### src/rtl/camhost_pkg.sv
package camhost_pkg;

  typedef enum logic [3:0] {
    OP_NOP    = 4'h0,
    OP_REG_WR = 4'h1,
    OP_REG_RD = 4'h2,
    OP_CMP    = 4'h3,
    OP_IND_RD = 4'h4,
    OP_IND_WR = 4'h5,
    OP_VB_SET = 4'h6,
    OP_ADR_LD = 4'h7
  } op_e;

  localparam logic [3:0] RI_CMP   = 4'd0;
  localparam logic [3:0] RI_CFG   = 4'd8;
  localparam logic [3:0] RI_STAT  = 4'd9;
  localparam logic [3:0] RI_ADR   = 4'd10;
  localparam logic [3:0] RI_DSEL  = 4'd11;
  localparam logic [3:0] RI_INSTR = 4'd12;

  typedef struct packed {
    logic reg_wr;
    logic reg_rd;
    logic cmp;
    logic ind_rd;
    logic ind_wr;
    logic vb_set;
    logic adr_ld;
    logic dir_rd;
    logic dir_wr;
    logic ir_ld;
  } act_t;

endpackage

### src/rtl/camhost_decode.sv
module camhost_decode
  import camhost_pkg::*;
(
  input  logic       clk,
  input  logic       rst,
  input  logic       accept,
  input  logic       sw_mode,
  input  logic       av_n,
  input  logic       we_n,
  input  logic [7:0] ac_code,
  input  logic [7:0] instr,
  output act_t       act,
  output logic [3:0] ridx
);

  logic [7:0] code;

  always_comb begin
    act  = '0;
    code = sw_mode ? instr : ac_code;
    ridx = code[3:0];
    if (accept) begin
      if (!sw_mode && !av_n) begin
        act.dir_wr = !we_n;
        act.dir_rd = we_n;
      end else if (sw_mode && av_n) begin
        act.ir_ld = 1'b1;
      end else begin
        case (op_e'(code[7:4]))
          OP_REG_WR: act.reg_wr = 1'b1;
          OP_REG_RD: act.reg_rd = 1'b1;
          OP_CMP:    act.cmp    = 1'b1;
          OP_IND_RD: act.ind_rd = 1'b1;
          OP_IND_WR: act.ind_wr = 1'b1;
          OP_VB_SET: act.vb_set = 1'b1;
          OP_ADR_LD: act.adr_ld = 1'b1;
          default:   act        = '0;
        endcase
      end
    end
  end

  AST_SW_NO_DIRECT: assert property (@(posedge clk) disable iff (rst)
    sw_mode |-> !(act.dir_rd || act.dir_wr));

endmodule

### src/rtl/camhost_regs.sv
module camhost_regs
  import camhost_pkg::*;
#(
  parameter int AW    = 8,
  parameter int DW    = 32,
  parameter int PGW   = 4,
  parameter int NMASK = 7,
  parameter int ICW   = 8
) (
  input  logic           clk,
  input  logic           rst,
  input  act_t           act,
  input  logic [3:0]     ridx,
  input  logic [DW-1:0]  wdata,
  input  logic           be_lo,
  input  logic           be_hi,
  input  logic           acc_valid,
  input  logic [AW-1:0]  acc_addr,
  output logic [DW-1:0]  rd_val,
  output logic [DW-1:0]  cmp_q,
  output logic [DW-1:0]  mask_cmp,
  output logic [DW-1:0]  mask_wr,
  output logic           sw_mode,
  output logic           dsel_hit,
  output logic [AW-1:0]  addr_q,
  output logic [ICW-1:0] instr_q
);

  localparam int MIW  = $clog2(NMASK + 1);
  localparam int NENT = 1 << MIW;
  localparam int CFGW = PGW + MIW + 1;
  localparam int DSW  = PGW + 1;
  localparam int HALF = DW / 2;

  logic [DW-1:0]   mask_q [NENT];
  logic [CFGW-1:0] cfg_q;
  logic [DSW-1:0]  dsel_q;
  logic [AW-1:0]   stat_addr;
  logic            stat_seen;

  logic [DW-1:0] wmask, m_cmp, m_mask, m_cfg, m_adr, m_dsel, m_ir;
  logic [MIW-1:0] widx, ridx_m;
  logic           is_mask;

  assign wmask  = {{(DW - HALF){be_hi}}, {HALF{be_lo}}};
  assign ridx_m = ridx[MIW-1:0];
  assign is_mask = (ridx != RI_CMP) && (ridx <= NMASK);
  assign widx   = cfg_q[PGW+MIW-1:PGW];

  always_comb begin
    m_cmp  = (cmp_q & ~wmask)              | (wdata & wmask);
    m_mask = (mask_q[ridx_m] & ~wmask)     | (wdata & wmask);
    m_cfg  = (DW'(cfg_q) & ~wmask)         | (wdata & wmask);
    m_adr  = (DW'(addr_q) & ~wmask)        | (wdata & wmask);
    m_dsel = (DW'(dsel_q) & ~wmask)        | (wdata & wmask);
    m_ir   = (DW'(instr_q) & ~wmask)       | (wdata & wmask);
  end

  // Mask file: entry 0 is never written and stands for "no mask".
  always_ff @(posedge clk) begin
    if (rst) begin
      for (int i = 0; i < NENT; i++) mask_q[i] <= '0;
    end else if (act.reg_wr && is_mask) begin
      mask_q[ridx_m] <= m_mask;
    end
  end

  always_ff @(posedge clk) begin
    if (rst) begin
      cmp_q     <= '0;
      cfg_q     <= '0;
      dsel_q    <= {1'b1, {PGW{1'b0}}};
      instr_q   <= '0;
      stat_addr <= '0;
      stat_seen <= 1'b0;
    end else begin
      if (act.reg_wr) begin
        case (ridx)
          RI_CMP:   cmp_q   <= m_cmp;
          RI_CFG:   cfg_q   <= m_cfg[CFGW-1:0];
          RI_DSEL:  dsel_q  <= m_dsel[DSW-1:0];
          RI_INSTR: instr_q <= m_ir[ICW-1:0];
          default: ;
        endcase
      end
      if (act.ir_ld) instr_q <= wdata[ICW-1:0];
      if (acc_valid) begin
        stat_addr <= acc_addr;
        stat_seen <= 1'b1;
      end
    end
  end

  always_ff @(posedge clk) begin
    if (rst)
      addr_q <= '0;
    else if (act.adr_ld)
      addr_q <= wdata[AW-1:0];
    else if (act.reg_wr && ridx == RI_ADR)
      addr_q <= m_adr[AW-1:0];
    else if (act.ind_rd || act.ind_wr || act.vb_set)
      addr_q <= addr_q + 1'b1;
  end

  always_comb begin
    rd_val = '0;
    if (ridx == RI_CMP) begin
      rd_val = cmp_q;
    end else if (is_mask) begin
      rd_val = mask_q[ridx_m];
    end else begin
      case (ridx)
        RI_CFG:   rd_val = DW'(cfg_q);
        RI_STAT: begin
          rd_val         = DW'(stat_addr);
          rd_val[DW-1]   = stat_seen;
        end
        RI_ADR:   rd_val = DW'(addr_q);
        RI_DSEL:  rd_val = DW'(dsel_q);
        RI_INSTR: rd_val = DW'(instr_q);
        default:  rd_val = '0;
      endcase
    end
  end

  assign mask_cmp = mask_q[ridx_m];
  assign mask_wr  = mask_q[widx];
  assign sw_mode  = cfg_q[CFGW-1];
  assign dsel_hit = !dsel_q[PGW] && (dsel_q[PGW-1:0] == cfg_q[PGW-1:0]);

  AST_CFG_RESET: assert property (@(posedge clk)
    rst |=> (cfg_q == '0 && addr_q == '0 && !stat_seen));
  AST_ADDR_STEP: assert property (@(posedge clk) disable iff (rst)
    (act.ind_rd || act.ind_wr || act.vb_set) |=> addr_q == AW'($past(addr_q) + 1'b1));
  AST_STATUS_MARK: assert property (@(posedge clk) disable iff (rst)
    acc_valid |=> (stat_seen && stat_addr == $past(acc_addr)));

endmodule

### src/rtl/camhost_ctl.sv
module camhost_ctl
  import camhost_pkg::*;
#(
  parameter int AW    = 8,
  parameter int DW    = 32,
  parameter int PGW   = 4,
  parameter int NMASK = 7
) (
  input  logic          clk,
  input  logic          rst,
  input  logic          ce_n,
  input  logic          cs1_n,
  input  logic          cs2_n,
  input  logic          we_n,
  input  logic          av_n,
  input  logic          vbit_in,
  input  logic          dseg,
  input  logic [AW-1:0] ac,
  input  logic [DW-1:0] dq_in,
  output logic [DW-1:0] rd_data,
  output logic          rd_valid,
  output logic          arr_rd,
  output logic          arr_wr,
  output logic          arr_cmp,
  output logic          arr_vb,
  output logic [AW-1:0] arr_addr,
  output logic [DW-1:0] arr_wdata,
  output logic [DW-1:0] arr_mask,
  output logic          arr_vbit
);

  localparam int ICW = 8;

  act_t           act;
  logic [3:0]     ridx;
  logic           sw_mode, dsel_hit, sel, accept;
  logic           be_lo, be_hi, acc_valid, wr_any;
  logic [AW-1:0]  addr_q, acc_addr;
  logic [ICW-1:0] instr_q;
  logic [DW-1:0]  rd_val, cmp_q, mask_cmp, mask_wr;

  assign sel    = !cs1_n || !cs2_n || dsel_hit;
  assign accept = !ce_n && sel;
  assign be_lo  = sw_mode || !dseg;
  assign be_hi  = sw_mode || dseg;

  camhost_decode u_dec (
    .clk(clk), .rst(rst), .accept(accept), .sw_mode(sw_mode),
    .av_n(av_n), .we_n(we_n), .ac_code(ac[7:0]), .instr(instr_q),
    .act(act), .ridx(ridx)
  );

  assign acc_valid = act.dir_rd || act.dir_wr || act.ind_rd || act.ind_wr || act.vb_set;
  assign acc_addr  = (act.dir_rd || act.dir_wr) ? ac : addr_q;
  assign wr_any    = act.dir_wr || act.ind_wr;

  camhost_regs #(.AW(AW), .DW(DW), .PGW(PGW), .NMASK(NMASK), .ICW(ICW)) u_regs (
    .clk(clk), .rst(rst), .act(act), .ridx(ridx), .wdata(dq_in),
    .be_lo(be_lo), .be_hi(be_hi), .acc_valid(acc_valid), .acc_addr(acc_addr),
    .rd_val(rd_val), .cmp_q(cmp_q), .mask_cmp(mask_cmp), .mask_wr(mask_wr),
    .sw_mode(sw_mode), .dsel_hit(dsel_hit), .addr_q(addr_q), .instr_q(instr_q)
  );

  always_ff @(posedge clk) begin
    if (rst) begin
      rd_data   <= '0;
      rd_valid  <= 1'b0;
      arr_rd    <= 1'b0;
      arr_wr    <= 1'b0;
      arr_cmp   <= 1'b0;
      arr_vb    <= 1'b0;
      arr_addr  <= '0;
      arr_wdata <= '0;
      arr_mask  <= '0;
      arr_vbit  <= 1'b0;
    end else begin
      rd_valid <= act.reg_rd;
      arr_rd   <= act.dir_rd || act.ind_rd;
      arr_wr   <= wr_any;
      arr_cmp  <= act.cmp;
      arr_vb   <= act.vb_set;
      if (acc_valid) arr_addr <= acc_addr;
      if (act.reg_rd) rd_data <= rd_val;
      if (wr_any) begin
        arr_wdata <= dq_in;
        arr_mask  <= mask_wr;
        arr_vbit  <= vbit_in;
      end else if (act.cmp) begin
        arr_wdata <= cmp_q;
        arr_mask  <= mask_cmp;
      end else if (act.vb_set) begin
        arr_vbit  <= vbit_in;
      end
    end
  end

  AST_ONE_STROBE: assert property (@(posedge clk) disable iff (rst)
    $onehot0({arr_rd, arr_wr, arr_cmp, arr_vb, rd_valid}));
  AST_IDLE_QUIET: assert property (@(posedge clk) disable iff (rst)
    !accept |=> !(arr_rd || arr_wr || arr_cmp || arr_vb || rd_valid));
  AST_ADDR_HOLD: assert property (@(posedge clk) disable iff (rst)
    !(act.dir_rd || act.dir_wr || act.ind_rd || act.ind_wr || act.vb_set) |=> $stable(arr_addr));

endmodule

### config.mk
export PLATFORM = sky130hd
export DESIGN_NAME = camhost_ctl
export DESIGN_NICKNAME = d
export VERILOG_FILES = /design/src/rtl/camhost_pkg.sv /design/src/rtl/camhost_decode.sv /design/src/rtl/camhost_regs.sv /design/src/rtl/camhost_ctl.sv
export SDC_FILE = /design/constraint.sdc
export NUM_CORES = 1
export LEC_CHECK = 0
export BUFFER_PORTS_ARGS = -buffer_cell sky130_fd_sc_hd__clkbuf_2
export CAP_MARGIN = 20
export CORE_MARGIN = 2
export CORE_UTILIZATION = 60
export DETAILED_ROUTE_END_ITERATION = 16
export PLACE_DENSITY = 0.76
export SLEW_MARGIN = 20
export SYNTH_ARGS = -nofsm -noshare
export SYNTH_HDL_FRONTEND = slang
export SYNTH_SLANG_ARGS = --single-unit
### constraint.sdc
create_clock -name clk -period 3.8 [get_ports clk]
set_input_delay 0 -clock clk [delete_from_list [all_inputs] [get_ports clk]]
set_output_delay 0 -clock clk [all_outputs]
set_load 0.01 [all_outputs]
# --- Word-level counts from Yosys, hierarchy flattened ---
# Memories as Yosys holds them, arrays and structs flattened. A register that Yosys moved wholly into a read port is not among the register bits.
# Cells that the tools add are included.
totals:
  mem_count: 1
  ff_bits: 172
  output_inout_bits: 110
  mem_bits_rw: 256
mem_list:
  columns: ["name", "depth", "width", "read_ports", "rd_clocked_by_memory_dff", "wr", "line", "source"]
  rows:
  - ["u_regs.mask_q", 8, 32, 2, 1, 8, "camhost_regs.sv:35", "logic [DW-1:0] mask_q [NENT];"]
op_classes:
  add_sub_neg: 1
  bitwise_logic: 14
  reduce_logical: 40
  magnitude_cmp: 1
  n_eq_ne: 14
  mux: 41
op_table:
  columns: ["op", "count"]
  rows:
  - ["$mux 32", 7]
  - ["$pmux 32 s5", 1]
  - ["$and 32x32->32", 3]
  - ["$mux 8", 8]
  - ["$or 32x32->32", 2]
  - ["$not 32->32", 1]
  - ["$reduce_or 32->1", 1]
  - ["$and 8x8->8", 3]
  - ["$or 8x8->8", 3]
  - ["$eq 4x4->1 const B", 5]
  - ["$mux 1", 18]
  - ["$eq 4x3->1 const B", 4]
  - ["$logic_or 1x1->1", 12]
  - ["$mux 10", 1]
  - ["$reduce_and 2->1", 5]
  - ["$mux 3", 3]
  - ["$mux 9", 1]
  - ["$add 8x1->8 const B", 1]
  - ["$eq 4x2->1 const B", 2]
  - ["$logic_not 1->1", 8]
  - ["$reduce_bool 2->1", 4]
  - ["$logic_and 1x1->1", 7]
  - ["$mux 7", 1]
  - ["$and 5x5->5", 1]
  - ["other kinds (9)", 9]

# --- Longest topological paths before layout ---
depth:
  word_depth: 12
  depth_mapped: 11
  ltp_nobuf: 7

# --- By module ---
# A second synthesis with hierarchy kept.
unflattened:
  cells_unflattened: 1811
  area_unflattened_um2: 21805.9
modules_own_cells:
  columns: ["module", "n_inst", "area_per_inst_um2", "seq_area_each_um2", "cells_each"]
  rows:
  - ["camhost_regs", 1, 17025.1, 9148.8, 1324]
  - ["camhost_ctl", 1, 4551.9, 2202.1, 456]
  - ["camhost_decode", 1, 229.0, 0.0, 31]

# --- Worst setup path before layout ---
# OpenSTA, ideal clock, no wires.
synth_timing:
  kind: "reg-to-reg"
  start: "reg (tool-made name)"
  end: "mem u_regs.mask_q[1][0] (enable)"
  path_slack_ns: 0.434
  required_time_ns: 3.411
  path_stages_with_launch: 10
  t_arrival_ns: 2.976
  synth_period_minus_slack_ns: 3.366
  setup_time_ns: 0.389
  cell_sequence: "dfxtp_1 > buf_4 > or4b_4 > a21oi_4 > nand4_2 > clkbuf_1 > nor4_2 > nand2_1 > buf_2 > nand2_1"
synth_rtl:
  columns: ["item", "line"]
  rows:
  - ["end, declared", "camhost_regs.sv:35"]

==> out/summary.md <==
The run finished with clean final reports. Counting distinct cell types in the post-synthesis netlist gives 77. The area share of the largest cell type after synthesis works out to 35.3%.

The worst path needs 3460 ps of the cycle, external delays included. The aggregate routed wire length is 73.7 mm, and the average detailed-routed wire length per instance is 26.9 um. In this run the worst hold path is classified as input pin to flop.

Clock latency on the worst-skew pair, taken at its later pin, is 580 ps. The deepest level of the CTS H-tree is 2, and the final-layout setup total negative slack is 0 ps. The count of input and output buffers is 158, and the area of the placeable core is 35,700 sq um. The worst path uses 91.0% of the clock period. Buffers added to address setup during post-CTS repair amount to 0. The die footprint was 37,900 sq um; the maximum ir drop on the vdd rail was 0.000318 V. Setup repair after global routing left no endpoint under its margin. Proportion of synthesized flip-flops having asynchronous set or reset: 0%. Traced cell by cell, the critical path runs through buf_12 -> nand2_1 -> o22ai_1 -> buf_4 -> nand2_1 -> o31ai_2 -> nor2_1 -> a311oi_1. Synthesis inferred 431 register bits. By area the synthesized netlist is led by sky130_fd_sc_hd__edfxtp_1 35%, sky130_fd_sc_hd__dfxtp_1 16%, sky130_fd_sc_hd__mux2i_1 7.7%.

The highest clock frequency the design can meet was 289 MHz. The floorplan step set the die width to 195 um. The clock transition at the registers of the reported paths is 70 ps. Routability congestion estimate from global placement: 0.984. The number of enable flip-flop cells after synthesis came out at 256. The commonest cells after synthesis are 344 x sky130_fd_sc_hd__nor2_1, 256 x sky130_fd_sc_hd__edfxtp_1, 176 x sky130_fd_sc_hd__nand2_1. The final core area utilization is 71.1%. On the critical path, the stage with the largest delay is an instance of sky130_fd_sc_hd__o31ai_2. The logs give 38.4% for the global-route usage over all layers and 9.11 nW for the static leakage. The combined buffer and inverter count along the critical path was 2. The aggregate global routing overflow came out at 0. The initial utilization of the core area, before any placement, comes to 61.1%. The pin count of the biggest net entering global routing was 177; the power density over cell area was 429 nW/um^2. Broken down by cell family, the worst path's largest delay share belongs to compound AO/OA/AOI/OAI gates. Of the cells placed in the final design, the portion with a size suffix greater than 1 is 20.5%. For the global-route wire length before repair, the log shows 110 mm. The floorplan has 69 rows. Pin placement for this block handled 159 I/O pins. Detailed placer's ending HPWL: 46.8 mm. The detail-routed via count per cell works out to 6.95.

The largest stage delay on the critical path is 800 ps, and the number of buffers created by CTS is 44. In the synthesized netlist the dominant register cell turns out to be sky130_fd_sc_hd__edfxtp_1. TritonCTS built the clock tree.

Post-CTS repair changed the size of 0 cells. For the initial antenna violation count, the log shows 1. The detailed router's first-iteration violation count is 3,020. Relative to the synthesized area, the layout overhead comes to 16.3%.

The Yosys step of the flow raised 0 warnings. Once detail routing completed, the nets flagged for antenna violations numbered 0. The start point of the worst min-delay path is ce_n. The biggest area consumer among synthesized cells was sky130_fd_sc_hd__edfxtp_1. Headroom to the max-slew limit came out at 31.0%.

Sequential cells were found to cover 51.4% of the synthesized design area. The gate count of the mapped netlist is 2,037, and the clock sink count is 431. By instance count, the cell type seen most on the critical path is sky130_fd_sc_hd__nand2_1. The die is 195 um tall. For this run, design rule violations remaining after detail routing come to 0.

The worst setup path is captured at a flop. Among all cell types in the netlist, the one instantiated most often is sky130_fd_sc_hd__nor2_1. The critical path is of the flop to flop type. For the via count of the first global-routing pass, the log shows 18,100. CTS placed an instance of sky130_fd_sc_hd__clkbuf_16 at the clock tree root.

Data on the critical path is required at its endpoint by 4250 ps. At the worst endpoint, the arrival time is 3910 ps. Transition time at the pin with the least slew margin: 1030 ps. The tools report the final number of max-transition violations as 0. For the overall via count from detail_route, the log shows 19,000. A synthesized cell averages 10.7 sq um.

For the final hold violation count, the log shows 0. Number of nets in the layout: 2,289. The tools report the cell area after synthesis as 21,800 sq um. The final number of setup-violating endpoints was 0.

On the final layout, the worst clock skew is 36.4 ps. The maximum fanout along the worst path was 29. The clock passes through at most 3 buffers. For the count of maximum capacitance violations, the log shows 0. For the number of optimization iterations in the first detailed-route pass, the log shows 8.

The tools report the type of element launching the critical path as a flop.
layer usage:
layer / wire, um / global-route usage, % / part of all wire [%] / up-vias
li1: - / - / - / 8035
met1: 26700 / 52.2 / 36 / 9074
met2: 32300 / 58.1 / 44 / 1602
met3: 11500 / 11.6 / 16 / 305
met4: 3200 / 14.8 / 4.3 / 2
met5: 12 / 0 / 0.016 / -
final cells by class:
type	count	area, sq um
Sequential cell	431	11200
Clock inverter	22	239
Multi-Input combinational cell	1460	10000
Fill cell	2463	10300
Timing Repair Buffer	296	1980
Inverter	6	22.5
Clock buffer	59	1290
Antenna cell	1	2.50
Tap cell	461	577
report_power, final:
part           switching, mW  total (mW)  leakage, nW  internal (mW)
clock                   1.89        4.56        0.749           2.67
sequential             0.115        5.21         4.04           5.09
combinational          0.716        1.10         4.33          0.381
timing repair:
action / in CTS / in global routing
hold endpoints to repair: 157 / 0
hold buffers: 40 / 0
setup endpoints to repair: 0 / 0
stage by stage:
| stage | hold WS (ps) | setup WS, ps | std cells | power (mW) | cell area, sq um |
|---|---|---|---|---|---|
| CTS | 15.2 | 547 | 2735 | 10.8 | 25300 |
| global placement | 270 | 686 | 2614 | 6.28 | 23400 |
| floorplan | 128 | 434 | 2068 | 5.87 | 21900 |
| finish | 26.0 | 343 | 2736 | 10.9 | 25400 |
| detailed placement | 272 | 563 | 2614 | 6.30 | 23400 |
| global route | 72.5 | 325 | 2735 | 11.1 | 25300 |
kinds of logic after synthesis:
kind of cell,count (synthesis),synth area share [%]
muxes,263,15.9
other,1,0.0172
buffers and inverters,177,3.26
and+or+nand+nor,693,14.0
DFF,431,51.4
AOI/OAI and AO/OA,461,15.0
xor gates and xnor gates,10,0.402
adders and majority gates,1,0.0574
final timing paths:
check	to	slack (ps)	depth (start not counted)
min reg2reg	arr_wdata[14]	460	2
max	flop	340	8
max reg2reg	flop	340	8
min	rd_valid	30	4
tightest hold or removal path, stage by stage:
cell	delay [ps]
sky130_fd_sc_hd__clkbuf_2	160
sky130_fd_sc_hd__a21oi_4	70
sky130_fd_sc_hd__nand4_1	130
sky130_fd_sc_hd__nor2_1	140
placed cells by master (no fill, tap or decap), drive strengths merged, types with 35 or more instances in the layout:
master	netlist	layout
nor2	344	344
nand2	176	176
o21ai	35	35
edfxtp	256	256
mux4	64	64
mux2i	167	167
a21oi	141	141
buf	43	99
a221oi	52	52
clkbuf	128	216
dfxtp	175	175
a22oi	73	73
nand3	58	58
dlygate4sd3	0	40
No activity file was read; power rests on OpenSTA's default activity.
